File: src/rtl/tret_pkg.sv
`timescale 1ns/1ps
package tret_pkg;
  localparam logic [1:0] PRIV_U = 2'd0;
  localparam logic [1:0] PRIV_S = 2'd1;
  localparam logic [1:0] PRIV_M = 2'd3;

  localparam int CAUSE_W = 5;
  localparam logic [CAUSE_W-1:0] CAUSE_MISALIGN = 5'd0;
  localparam logic [CAUSE_W-1:0] CAUSE_ILLEGAL  = 5'd2;
  localparam logic [CAUSE_W-1:0] CAUSE_VIRT     = 5'd22;

  // strobes from control to datapath
  typedef struct packed {
    logic                commit;
    logic                raise;
    logic                machineKind;
    logic                takeVirt;
    logic [CAUSE_W-1:0]  cause;
  } tretStrobe_t;
endpackage

File: src/rtl/tret_ctrl.sv
`timescale 1ns/1ps
module tret_ctrl
  import tret_pkg::*;
(
  input  logic        clk,
  input  logic        rstN,
  input  logic        retReq,
  input  logic        retIsMachine,
  input  logic [1:0]  curPriv,
  input  logic        curVirt,
  input  logic        extCompressed,
  input  logic        extHyp,
  input  logic        protRulesOn,
  input  logic        inTsr,
  input  logic        inVtsr,
  input  logic [1:0]  inMpp,
  input  logic [1:0]  sepcLow,
  input  logic [1:0]  mepcLow,
  output tretStrobe_t strb
);
  localparam int NCHK = 4;

  logic [NCHK-1:0]    failVec;
  logic [CAUSE_W-1:0] causeVec [NCHK];
  logic [1:0]         selLow;
  logic               anyFail;

  assign selLow = retIsMachine ? mepcLow : sepcLow;

  // index 0 has the highest priority
  always_comb begin
    failVec[0]  = retIsMachine ? (curPriv != PRIV_M) : (curPriv < PRIV_S);
    causeVec[0] = CAUSE_ILLEGAL;
    failVec[1]  = !extCompressed && (selLow != 2'b00);
    causeVec[1] = CAUSE_MISALIGN;
    failVec[2]  = retIsMachine ? (!protRulesOn && (inMpp != PRIV_M))
                               : (inTsr && (curPriv < PRIV_M));
    causeVec[2] = CAUSE_ILLEGAL;
    failVec[3]  = !retIsMachine && extHyp && curVirt && inVtsr;
    causeVec[3] = CAUSE_VIRT;
  end

  always_comb begin
    anyFail = |failVec;
    strb.cause = '0;
    for (int k = NCHK-1; k >= 0; k--) begin
      if (failVec[k]) strb.cause = causeVec[k];
    end
    strb.raise       = retReq && anyFail;
    strb.commit      = retReq && !anyFail;
    strb.machineKind = retIsMachine;
    strb.takeVirt    = extHyp && (retIsMachine || !curVirt);
  end

  // commit and raise are exclusive
  p_excl_strobe_r12: assert property (@(posedge clk) disable iff (!rstN)
    $onehot0({strb.commit, strb.raise}));

  // supervisor trap bit blocks a supervisor-mode return
  p_tsr_blocks_r3: assert property (@(posedge clk) disable iff (!rstN)
    (retReq && !retIsMachine && curPriv == PRIV_S && inTsr) |-> !strb.commit);
endmodule

File: src/rtl/tret_dpath.sv
`timescale 1ns/1ps
module tret_dpath
  import tret_pkg::*;
#(
  parameter int XLEN = 32
) (
  input  logic               clk,
  input  logic               rstN,
  input  tretStrobe_t        strb,
  input  logic               curVirt,
  input  logic               inSie,
  input  logic               inSpie,
  input  logic               inSpp,
  input  logic               inMie,
  input  logic               inMpie,
  input  logic [1:0]         inMpp,
  input  logic               inMpv,
  input  logic               inSpv,
  input  logic [XLEN-1:0]    sepcIn,
  input  logic [XLEN-1:0]    mepcIn,
  output logic               doneValid,
  output logic               excValid,
  output logic [CAUSE_W-1:0] excCause,
  output logic               outSie,
  output logic               outSpie,
  output logic               outSpp,
  output logic               outMie,
  output logic               outMpie,
  output logic [1:0]         outMpp,
  output logic               outMpv,
  output logic               outSpv,
  output logic [1:0]         newPriv,
  output logic               newVirt,
  output logic [XLEN-1:0]    retPc,
  output logic               swapReq
);
  logic            nSie, nSpie, nSpp, nMie, nMpie, nMpv, nSpv, nVirt, capVirt;
  logic [1:0]      nMpp, nPriv;
  logic [XLEN-1:0] nPc;

  always_comb begin
    nSie  = inSie;  nSpie = inSpie; nSpp = inSpp;
    nMie  = inMie;  nMpie = inMpie; nMpp = inMpp;
    nMpv  = inMpv;  nSpv  = inSpv;
    nVirt = curVirt;
    if (strb.machineKind) begin
      capVirt = inMpv;
      nMie    = inMpie;
      nMpie   = 1'b1;
      nMpp    = PRIV_U;
      nMpv    = 1'b0;
      nPriv   = inMpp;
      nPc     = mepcIn;
    end else begin
      capVirt = inSpv;
      nSie    = inSpie;
      nSpie   = 1'b1;
      nSpp    = 1'b0;
      nPriv   = inSpp ? PRIV_S : PRIV_U;
      nPc     = sepcIn;
      if (strb.takeVirt) nSpv = 1'b0;
    end
    if (strb.takeVirt) nVirt = capVirt;
  end

  always_ff @(posedge clk) begin
    if (!rstN) begin
      doneValid <= 1'b0; excValid <= 1'b0; swapReq <= 1'b0;
      excCause  <= '0;
      outSie <= 1'b0; outSpie <= 1'b0; outSpp <= 1'b0;
      outMie <= 1'b0; outMpie <= 1'b0; outMpp <= PRIV_U;
      outMpv <= 1'b0; outSpv  <= 1'b0;
      newPriv <= PRIV_M; newVirt <= 1'b0; retPc <= '0;
    end else begin
      doneValid <= strb.commit;
      excValid  <= strb.raise;
      swapReq   <= strb.commit && strb.takeVirt && capVirt;
      if (strb.raise) excCause <= strb.cause;
      if (strb.commit) begin
        outSie <= nSie; outSpie <= nSpie; outSpp <= nSpp;
        outMie <= nMie; outMpie <= nMpie; outMpp <= nMpp;
        outMpv <= nMpv; outSpv  <= nSpv;
        newPriv <= nPriv; newVirt <= nVirt; retPc <= nPc;
      end
    end
  end

  // the swap only accompanies a commit
  p_swap_with_commit_r11: assert property (@(posedge clk) disable iff (!rstN)
    swapReq |-> doneValid && newVirt);

  // refused or idle cycles keep state
  p_hold_state_r12: assert property (@(posedge clk) disable iff (!rstN)
    !doneValid |-> $stable(newPriv) && $stable(retPc) && $stable(newVirt));
endmodule

File: src/rtl/tret_unit.sv
`timescale 1ns/1ps
module tret_unit
  import tret_pkg::*;
#(
  parameter int XLEN = 32
) (
  input  logic               clk,
  input  logic               rstN,
  input  logic               retReq,
  input  logic               retIsMachine,
  input  logic [1:0]         curPriv,
  input  logic               curVirt,
  input  logic               extCompressed,
  input  logic               extHyp,
  input  logic               protRulesOn,
  input  logic               inSie,
  input  logic               inSpie,
  input  logic               inSpp,
  input  logic               inMie,
  input  logic               inMpie,
  input  logic [1:0]         inMpp,
  input  logic               inMpv,
  input  logic               inTsr,
  input  logic               inSpv,
  input  logic               inVtsr,
  input  logic [XLEN-1:0]    sepcIn,
  input  logic [XLEN-1:0]    mepcIn,
  output logic               doneValid,
  output logic               excValid,
  output logic [CAUSE_W-1:0] excCause,
  output logic               outSie,
  output logic               outSpie,
  output logic               outSpp,
  output logic               outMie,
  output logic               outMpie,
  output logic [1:0]         outMpp,
  output logic               outMpv,
  output logic               outSpv,
  output logic [1:0]         newPriv,
  output logic               newVirt,
  output logic [XLEN-1:0]    retPc,
  output logic               swapReq
);
  tretStrobe_t strb;

  tret_ctrl u_ctrl (
    .clk(clk), .rstN(rstN), .retReq(retReq), .retIsMachine(retIsMachine),
    .curPriv(curPriv), .curVirt(curVirt), .extCompressed(extCompressed),
    .extHyp(extHyp), .protRulesOn(protRulesOn), .inTsr(inTsr),
    .inVtsr(inVtsr), .inMpp(inMpp), .sepcLow(sepcIn[1:0]),
    .mepcLow(mepcIn[1:0]), .strb(strb)
  );

  tret_dpath #(.XLEN(XLEN)) u_dpath (
    .clk(clk), .rstN(rstN), .strb(strb), .curVirt(curVirt),
    .inSie(inSie), .inSpie(inSpie), .inSpp(inSpp), .inMie(inMie),
    .inMpie(inMpie), .inMpp(inMpp), .inMpv(inMpv), .inSpv(inSpv),
    .sepcIn(sepcIn), .mepcIn(mepcIn),
    .doneValid(doneValid), .excValid(excValid), .excCause(excCause),
    .outSie(outSie), .outSpie(outSpie), .outSpp(outSpp), .outMie(outMie),
    .outMpie(outMpie), .outMpp(outMpp), .outMpv(outMpv), .outSpv(outSpv),
    .newPriv(newPriv), .newVirt(newVirt), .retPc(retPc), .swapReq(swapReq)
  );

  // privilege check reports illegal instruction
  p_priv_illegal_r1: assert property (@(posedge clk) disable iff (!rstN)
    (retReq && (retIsMachine ? (curPriv != PRIV_M) : (curPriv == PRIV_U)))
    |=> excValid && excCause == CAUSE_ILLEGAL);

  // misaligned target when compressed support is off
  p_misalign_r2: assert property (@(posedge clk) disable iff (!rstN)
    (retReq && !extCompressed && (curPriv == PRIV_M) &&
     ((retIsMachine ? mepcIn[1:0] : sepcIn[1:0]) != 2'b00))
    |=> excValid && excCause == CAUSE_MISALIGN);

  // supervisor return leaves SPIE set and SPP cleared
  p_sret_fields_r6: assert property (@(posedge clk) disable iff (!rstN)
    (retReq && !retIsMachine) |=> (doneValid |-> outSpie && !outSpp));

  // machine return leaves MPIE set, MPP user, MPV cleared
  p_mret_fields_r8: assert property (@(posedge clk) disable iff (!rstN)
    (retReq && retIsMachine) |=> (doneValid |-> outMpie && outMpp == PRIV_U && !outMpv));

  // no pulse without a request
  p_no_spurious_r12: assert property (@(posedge clk) disable iff (!rstN)
    !retReq |=> !doneValid && !excValid && !swapReq);
endmodule

File: config.mk
export PLATFORM = sky130hd
export DESIGN_NAME = tret_unit
export DESIGN_NICKNAME = d
export VERILOG_FILES = /design/src/rtl/tret_pkg.sv /design/src/rtl/tret_ctrl.sv /design/src/rtl/tret_dpath.sv /design/src/rtl/tret_unit.sv
export SDC_FILE = /design/constraint.sdc
export NUM_CORES = 1
export LEC_CHECK = 0
export BUFFER_PORTS_ARGS = -buffer_cell sky130_fd_sc_hd__buf_2
export CAP_MARGIN = 25
export CORE_ASPECT_RATIO = 1.4
export CORE_MARGIN = 3
export CORE_UTILIZATION = 43
export DETAILED_ROUTE_END_ITERATION = 10
export GPL_ROUTABILITY_DRIVEN = 0
export PLACE_DENSITY = 0.85
export SETUP_SLACK_MARGIN = 0.5
export SKIP_CTS_REPAIR_TIMING = 1
export SKIP_LAST_GASP = 1
export SLEW_MARGIN = 20
export SYNTH_ARGS = -nofsm -noshare
export SYNTH_HDL_FRONTEND = slang
export SYNTH_HIERARCHICAL = 1
export SYNTH_SLANG_ARGS = --single-unit
File: constraint.sdc
create_clock -name clk -period 2.2 [get_ports clk]
set_input_delay 0.44 -clock clk [delete_from_list [all_inputs] [get_ports clk]]
set_output_delay 0.44 -clock clk [all_outputs]
set_load 0.01 [all_outputs]
==> impl_summary.log, run 1 <==
INFO  metric synthTopCellsByArea = sky130_fd_sc_hd__dfxtp_1, sky130_fd_sc_hd__mux2i_1, sky130_fd_sc_hd__o21ai_0
INFO  metric setup_crit_path_kind = input port to flop
INFO  metric share_clk_of_total_power = 0.288
INFO  metric critical_path.max_fanout = 13
INFO  metric die-width = just under 70 µm
INFO  metric clk_pin_slew_worst_paths = approximately 0.10 ns
INFO  metric seq_pwr_share = 0.523
INFO  metric worst_endpoint_required_time = between 2 and 2.5 ns
INFO  metric grt_first_pass_wirelength = about 10000 µm
INFO  metric count_of_buffering_cells_on_the_critical_path_with_inverters_included = 2
INFO  metric power_frac_comb = 0.189
INFO  metric tightestPinTransition = slightly above 0.5 ns
INFO  metric switching_share = 0.263
INFO  metric yosys.area.top_type = sky130_fd_sc_hd__dfxtp_1
INFO  metric first_global_vias = between 2000 and 2500
INFO  metric grt_setup_unrepaired = false
INFO  metric static_leakage = approximately 1.6 nW
INFO  metric dieArea = approximately 0.0062 mm²
INFO  metric ctsLongestPathBuffers = 2
INFO  metric final_clock_period_utilization_by_the_worst_path = 0.757
INFO  metric cap_violations = 0
INFO  metric timing_max_transition_violations_final = 0
INFO  metric area_growth = 37.6%
INFO  metric syn-mean-instance-area = around 9.4 µm²
INFO  metric timing.critical_path.to_type = flop
INFO  metric power.switching = a little over 0.0005 W
INFO  metric number_of_failing_setup_endpoints_in_the_final_timing_report = 0
INFO  metric r2r_slack = around 1.5 ns
INFO  metric detail_route.wl_per_cell = approximately 14 µm
INFO  metric status = finished clean
INFO  metric cts_tree = done
INFO  metric timing.fmax = 0.601 GHz
INFO  metric cell_internal_pwr = 0.00143 W
INFO  metric ys_seq_elements = 52
INFO  metric p_per_area = 616 mW/mm²
INFO  metric place_ws = 0.0744 ns
INFO  metric drt.antenna.violating_nets = 0
INFO  metric layout-drive-gt1-share = 0.441
INFO  metric fp-row-count = 30
INFO  metric final_common_cell = sky130_fd_sc_hd__buf_2
INFO  metric endpoint = u_dpath/newVirt
INFO  metric r2r-end = u_dpath/newVirt
INFO  metric routed_wl = roughly 6300 µm
INFO  metric startpoint = retIsMachine
INFO  metric initialDrtViolationCount = 188
INFO  metric number_of_nets_in_the_layout = 460
INFO  metric antenna_cells = 0
INFO  metric synth_area = 0.00228 mm²
INFO  metric finalWorstSetupSlack = 0.535 ns
INFO  metric clockRootBuffer = sky130_fd_sc_hd__clkbuf_8
INFO  metric syn_inst = between 200 and 250
INFO  metric globalRouteTotalUtil = 0.203
INFO  metric synthDominantCellAreaShare = 0.456
INFO  metric detail_route.first_pass.iterations = 4
INFO  metric path_category_of_the_worst_min_delay_check = input port to flop
INFO  metric skew = 0 ns
INFO  metric coreArea = 0.00499 mm²
INFO  metric cp_num_cells = 7
INFO  metric post_drt_via_cell_ratio = about 5.2
INFO  metric cts-buffers-inserted = 5
INFO  metric antenna_found_initial = 0
INFO  metric worstSkewPairLatency = between 0.3 and 0.4 ns
INFO  metric slew_headroom = 0.659
INFO  metric num_io_pins = 137
INFO  metric timing.critical_path.max_delay_family = simple AND/OR/NAND/NOR gates
INFO  metric dieHeight = between 90 and 100 µm
INFO  metric critPathArrivalTime = approximately 1.9 ns
INFO  metric detailroute.via_count = around 2300
INFO  metric pin_count_of_the_biggest_net_entering_global_routing = 37
INFO  metric final_util = 0.630
INFO  metric drc_errors = 0
INFO  metric clock-sinks = between 50 and 60
INFO  metric ir_drop = between 0.4 and 0.5 mV
INFO  metric startpoint_type = input port
INFO  metric min_from = inMpie
INFO  metric port_buffers = 136
INFO  metric synth.lib_cells_used.distinct = 34
INFO  metric reg2reg_from = u_dpath/newVirt
INFO  metric cpMaxStageDelayCell = sky130_fd_sc_hd__maj3_2
INFO  metric yosys_warnings = 6
INFO  metric initial_core_util = 0.457
INFO  metric detailed_place_hpwl = 4890 µm
INFO  metric timing.final.hold_violations = 0
INFO  metric crit_chain = buf_6 > inv_2 > maj3_2 > and4_2 > and2_4 > and3_4 > a311o_1
INFO  metric cts.htree.levels = 2
INFO  metric worst-r2r-cell-count = 1
INFO  metric worst_path_largest_cell_delay = 0.34 ns
INFO  metric synth.yosys.seq_area_share = 0.456
INFO  metric highest_count_cells_in_the_layout_ignoring_fill_and_taps = sky130_fd_sc_hd__buf_2, sky130_fd_sc_hd__dfxtp_1, sky130_fd_sc_hd__mux2i_1
INFO  metric fin_tns_setup = 0 ns
INFO  metric grt_remaining_overflow = 0
INFO  metric power = between 0.0015 and 0.002 W
INFO  metric final_period_minus_worst_setup_slack = roughly 1.7 ns
-- flip-flops by register name (all words and copies together) (netlist names) --
signal / flops
u_dpath/outMpp: 2
u_dpath/outMie: 1
u_dpath/outMpie: 1
u_dpath/excValid: 1
u_dpath/outSpv: 1
u_dpath/outSpp: 1
u_dpath/excCause: 5
u_dpath/outSpie: 1
u_dpath/newVirt: 1
u_dpath/retPc: 32
u_dpath/newPriv: 2
u_dpath/outSie: 1
u_dpath/doneValid: 1
u_dpath/outMpv: 1
u_dpath/swapReq: 1
-- metrics by stage --
stage,area [µm²],instances,hold slack [ns]
2_1_floorplan,2300,243,0.495
3_3_place_gp,3000,429,0.452
3_5_place_dp,3000,429,0.466
4_1_cts,3100,437,0.388
5_1_grt,3140,440,0.403
6_report,3140,440,0.391
-- kinds of logic (layout without fill, tap and decap cells) --
group,after synthesis,count (layout),share of synthesized area
other cells,1,2,0.00164
compound gates,86,86,0.207
mux,41,41,0.182
flops,52,52,0.456
simple gates,33,34,0.0877
fa+ha+maj,1,1,0.00493
buf+inv,28,160,0.0614
-- metal layers --
metal | track usage | vias up | part of all wire
met5 | 0 | - | 0
met4 | 0.0728 | 0 | 0.017
met3 | 0.0417 | 9 | 0.057
met2 | 0.357 | 84 | 0.55
met1 | 0.233 | 1052 | 0.38
li1 | - | 1128 | -
-- area by class of cell --
cell class / instances / area [µm²]
Clock buffer: 7 / 86.3
Clock inverter: 1 / 7.51
Fill cell: 444 / 1850
Inverter: 5 / 18.8
Multi-Input combinational cell: 164 / 1130
Sequential cell: 52 / 1040
Tap cell: 64 / 80.1
Timing Repair Buffer: 147 / 781
-- synthesized netlist by cell type, drive strengths merged --
cell type  count
dfxtp         52
mux2i         40
o21ai         37
a21oi         35
buf           16
nor2b          9
clkbuf         7
inv            5
nand2          5
and2           4
nand3          4
a21boi         3
a22oi          3
nand2b         3
a31oi          2
nor2           2
nor3           2
a211o          1
a211oi         1
a2bb2oi        1
a311o          1
and3           1
and4           1
conb           1
maj3           1
mux2           1
nand4b         1
nor4b          1
o221a          1
o22ai          1
-- worst min-delay path by stage --
stage / to / cells after the start / slack (ns)
5_1_grt: u_dpath/outMpie / 3 / 0.40
6_report: u_dpath/outMpie / 3 / 0.39
3_5_place_dp: u_dpath/newPriv[1] / 2 / 0.47
3_3_place_gp: u_dpath/newPriv[1] / 2 / 0.45
4_1_cts: u_dpath/outSpie / 3 / 0.39
2_1_floorplan: u_dpath/outSpp / 2 / 0.49
-- power groups by stage --
stage          clock network [W]  registers, W  logic, W
6_report                0.000558       0.00101  0.000366
3_5_place_dp                   0       0.00103  0.000357
3_3_place_gp                   0       0.00103  0.000346
5_1_grt                 0.000617       0.00102  0.000404
2_1_floorplan                  0       0.00106  0.000169
4_1_cts                 0.000573       0.00101  0.000358
Power figures use the tool's default switching activity.
==> run 2, diff against run 1 <==
--- a/config.mk
+++ b/config.mk
@@ -5,14 +5,15 @@
 export SDC_FILE = /design/constraint.sdc
 export NUM_CORES = 1
 export LEC_CHECK = 0
+export ABC_AREA = 1
 export BUFFER_PORTS_ARGS = -buffer_cell sky130_fd_sc_hd__buf_2
 export CAP_MARGIN = 25
 export CORE_ASPECT_RATIO = 1.4
 export CORE_MARGIN = 3
-export CORE_UTILIZATION = 43
+export CORE_UTILIZATION = 40
 export DETAILED_ROUTE_END_ITERATION = 10
 export GPL_ROUTABILITY_DRIVEN = 0
-export PLACE_DENSITY = 0.85
+export PLACE_DENSITY = 0.81
 export SETUP_SLACK_MARGIN = 0.5
 export SKIP_CTS_REPAIR_TIMING = 1
 export SKIP_LAST_GASP = 1
==> constraint.sdc (replaced) <==
create_clock -name clk -period 1.4 [get_ports clk]
set_input_delay 0.28 -clock clk [delete_from_list [all_inputs] [get_ports clk]]
set_output_delay 0.28 -clock clk [all_outputs]
set_load 0.01 [all_outputs]
==> run 2 against run 1 <==
The flow now finishes with violations (setup timing). Via count up 34%. Count of clock-buffer cells in the layout unchanged. Utilization up 5.3 points. Worst hold slack worse by 0.18 ns. Wire length up 33%. Critical path depth up 5. Cell area up 30%. First-iteration DRC count down 12%. Clock power up 99%.
==> impl_summary.log, run 2 <==
INFO  metric timing.critical_path.max_delay_family = simple AND/OR/NAND/NOR gates
INFO  metric hold_path_end = u_dpath/newPriv[0]
INFO  metric total_placed_instance_area = around 0.0033 mm²
INFO  metric detail_route.first_pass.iterations = 4
INFO  metric static_leakage = around 2.3 nW
INFO  metric yosys.area.top_type = sky130_fd_sc_hd__dfxtp_1
INFO  metric clk_pin_slew_worst_paths = around 0.09 ns
INFO  metric synth_fa_ha_area_frac = 0
INFO  metric path_category_of_the_worst_min_delay_check = input port to flop
INFO  metric share_clk_of_total_power = 0.319
INFO  metric startpoint_type = input port
INFO  metric critPathArrivalTime = approximately 1.7 ns
INFO  metric min_from = inSpp
INFO  metric power = between 0.003 and 0.004 W
INFO  metric reg2reg_from = u_dpath/retPc[23]
INFO  metric port_buffers = between 100 and 150
INFO  metric timing.hold.worst_path_depth = 3
INFO  metric finalWorstSetupSlack = -0.130 ns
INFO  metric r2r_slack = roughly 0.61 ns
INFO  metric setup_crit_path_kind = input port to flop
INFO  metric layout-drive-gt1-share = 0.475
INFO  metric synth.yosys.seq_area_share = 0.412
INFO  metric skew = 0 ns
INFO  metric grt_remaining_overflow = 0
INFO  metric critPathMostFrequentCell = sky130_fd_sc_hd__nand2_1
INFO  metric final_period_minus_worst_setup_slack = approximately 1.5 ns
INFO  metric grt_setup_unrepaired = true
INFO  metric dominantRegCellSynth = sky130_fd_sc_hd__dfxtp_1
INFO  metric fin_tns_setup = -3.68 ns
INFO  metric fillers = between 400 and 500
INFO  metric cts.htree.levels = 2
INFO  metric worstSkewPairLatency = 0.30 ns
INFO  metric grt_first_pass_wirelength = 11400 µm
INFO  metric seq_pwr_share = 0.461
INFO  metric crit_chain = buf_12 > nor2_2 > nand2_1 > nand3_2 > nand2_4 > nor3_4 > clkinv_4 > clkbuf_16 > nand2_1 > nand3_1 > nand2_1 > inv_1
INFO  metric cpMaxStageDelayCell = sky130_fd_sc_hd__nor3_4
INFO  metric coreArea = ~0.006 mm²
INFO  metric detail_route.wl_per_cell = around 14 µm
INFO  metric reg_top3 = u_dpath/retPc: 32 flops, u_dpath/excCause: 5 flops
INFO  metric initial_core_util = 0.422
INFO  metric power.switching = between 0.0009 and 0.001 W
INFO  metric pin_count_of_the_biggest_net_entering_global_routing = 41
INFO  metric combinational_family_with_the_most_area_after_synthesis = simple AND/OR/NAND/NOR gates
INFO  metric synth.lib_cells_used.distinct = 22
INFO  metric cp_num_cells = 12
INFO  metric ctsLongestPathBuffers = 2
INFO  metric number_of_failing_setup_endpoints_in_the_final_timing_report = 39
INFO  metric max_flop_register = u_dpath/retPc
INFO  metric synth-xor-area-share = 0
INFO  metric area_growth = 61.9%
INFO  metric post_drt_via_cell_ratio = between 5 and 6
INFO  metric count_leader_synth = sky130_fd_sc_hd__nand3_1
INFO  metric drt.antenna.violating_nets = 0
INFO  metric number_of_nets_in_the_layout = roughly 610
INFO  metric dieHeight = approximately 100 µm
INFO  metric cts-buffers-inserted = 5
INFO  metric p_per_area = around 850 mW/mm²
INFO  metric async_flop_share = 0
INFO  metric worst_endpoint_required_time = roughly 1.6 ns
INFO  metric final_common_cell = sky130_fd_sc_hd__nand3_1
INFO  metric synth_edf_count = 0
INFO  metric critical_path.max_fanout = 12
INFO  metric r2r-end = u_dpath/retPc[23]
INFO  metric detailroute.via_count = roughly 3000
INFO  metric antenna_cells = 0
INFO  metric synth.cells.most_frequent = sky130_fd_sc_hd__nand3_1, sky130_fd_sc_hd__nand2_1, sky130_fd_sc_hd__dfxtp_1
INFO  metric clock-sinks = between 50 and 60
INFO  metric worst_path_largest_cell_delay = between 0.3 and 0.4 ns
INFO  metric syn_inst = about 380
INFO  metric simple_logic_cell_fraction_of_the_synthesized_area = 0.410
INFO  metric highest_count_cells_in_the_layout_ignoring_fill_and_taps = sky130_fd_sc_hd__nand3_1, sky130_fd_sc_hd__nand2_1, sky130_fd_sc_hd__buf_2
INFO  metric timing.fmax = 0.654 GHz
INFO  metric area_fraction_in_compound_gates_after_synthesis = 0.0367
INFO  metric ys_seq_elements = 52
INFO  metric timing.critical_path.to_type = flop
INFO  metric timing_max_transition_violations_final = 0
INFO  metric synthDominantCellAreaShare = 0.412
INFO  metric yosys_warnings = 6
INFO  metric power_frac_comb = 0.221
INFO  metric count_of_buffering_cells_on_the_critical_path_with_inverters_included = 4
INFO  metric post_synth_mux_area_share = 0
INFO  metric ir_drop = slightly below 0.5 mV
INFO  metric detailed_place_hpwl = approximately 5500 µm
INFO  metric num_io_pins = approximately 140
INFO  metric fin_worst_hold_slack = 0.208 ns
INFO  metric final_clock_period_utilization_by_the_worst_path = 1.09
INFO  metric antenna_found_initial = 1
INFO  metric cts_tree = done
INFO  metric clockRootBuffer = sky130_fd_sc_hd__clkbuf_8
INFO  metric cap_violations = 0
INFO  metric synth_area = ~0.0025 mm²
INFO  metric failed_checks = setup timing
INFO  metric timing.final.hold_violations = 0
INFO  metric design_area = between 0.004 and 0.005 mm²
INFO  metric syn-mean-instance-area = 6.67 µm²
INFO  metric globalRouteTotalUtil = 0.194
INFO  metric initialDrtViolationCount = between 150 and 200
INFO  metric largest_reg_flops = 32
INFO  metric worst-r2r-cell-count = 5
INFO  metric dieArea = around 0.0073 mm²
INFO  metric routed_wl = between 8000 and 9000 µm
INFO  metric status = complete, but fails checks
INFO  metric die-width = around 73 µm
INFO  metric drc_errors = 0
INFO  metric first_global_vias = approximately 2700
INFO  metric cell_internal_pwr = 0.00258 W
INFO  metric switching_share = 0.260
INFO  metric synthTopCellsByArea = sky130_fd_sc_hd__dfxtp_1, sky130_fd_sc_hd__nand3_1, sky130_fd_sc_hd__nand2_1
INFO  metric fp-row-count = 33
run 2: cell count changes after synthesis, sizes merged, moves of 3 or more:
| cell | previous run | this run |
|---|---|---|
| nor2b | 9 | 0 |
| nand2 | 5 | 101 |
| buf | 16 | 28 |
| inv | 5 | 48 |
| nor2 | 2 | 19 |
| nand3 | 4 | 107 |
| and2 | 4 | 0 |
| o21ai | 37 | 11 |
| mux2i | 40 | 0 |
| clkbuf | 7 | 0 |
| a21oi | 35 | 6 |
| a22oi | 3 | 0 |
| nand2b | 3 | 0 |
run 2: power by group through the flow:
stage	logic, W	clock network [W]	registers [W]
after floorplan	0.000299	0	0.00165
after global placement	0.000586	0	0.00161
after detailed placement	0.000598	0	0.00161
after CTS	0.000601	0.00114	0.00158
after global routing	0.000839	0.00121	0.00161
final	0.000769	0.00111	0.00161
run 2: cell families (layout without fill, tap and decap cells):
| kind of cell | count (synthesis) | after routing |
|---|---|---|
| other | 1 | 2 |
| AO/OA/AOI/OAI | 18 | 18 |
| buffers and inverters | 76 | 226 |
| AND/OR/NAND/NOR | 232 | 232 |
| flip-flops | 52 | 52 |
run 2: layout make-up:
type                    count  area [µm²]  area share
clock inverters             1        30.0     0.00734
inverters                  48         193      0.0471
well taps                  70        87.6      0.0214
flip-flops and latches     52        1100       0.268
repair buffers            170        1340       0.327
multi-input cells         252        1250       0.306
clock buffers               7        96.3      0.0236
run 2: worst max path at each step:
stage	from	end	slack [ns]
floorplan	mepcIn[0]	u_dpath/retPc[18]	0.04
global placement	mepcIn[0]	u_dpath/retPc[2]	-0.24
detailed placement	retIsMachine	u_dpath/retPc[4]	-0.31
CTS	retIsMachine	u_dpath/retPc[4]	0.006
global route	inMpp[0]	u_dpath/outSie	-0.20
finish	retIsMachine	u_dpath/retPc[2]	-0.13
run 2: per-layer routing:
layer / routed length [µm] / vias up / track usage / share of wire
li1: - / 1499 / - / -
met1: 3030 / 1405 / 0.212 / 0.36
met2: 4510 / 117 / 0.354 / 0.54
met3: 590 / 19 / 0.0371 / 0.071
met4: 218 / 2 / 0.0866 / 0.026
met5: 7 / - / 0 / 0.00084
run 2: through the flow:
step / worst slack (ns) / cells / utilization
3_3_place_gp: -0.244 / 579 / 0.557
2_1_floorplan: 0.0435 / 380 / -
6_report: -0.130 / 600 / 0.683
4_1_cts: 0.00592 / 587 / 0.578
3_5_place_dp: -0.310 / 579 / 0.557
5_1_grt: -0.200 / 600 / 0.683
run 2: worst register-to-register path: stages, from the launching register on:
cell and delay, ns:
sky130_fd_sc_hd__dfxtp_2 0.33, sky130_fd_sc_hd__buf_4 0.13, sky130_fd_sc_hd__nand2_1 0.06, sky130_fd_sc_hd__nand3_1 0.08
sky130_fd_sc_hd__nand2_1 0.06, sky130_fd_sc_hd__inv_1 0.03
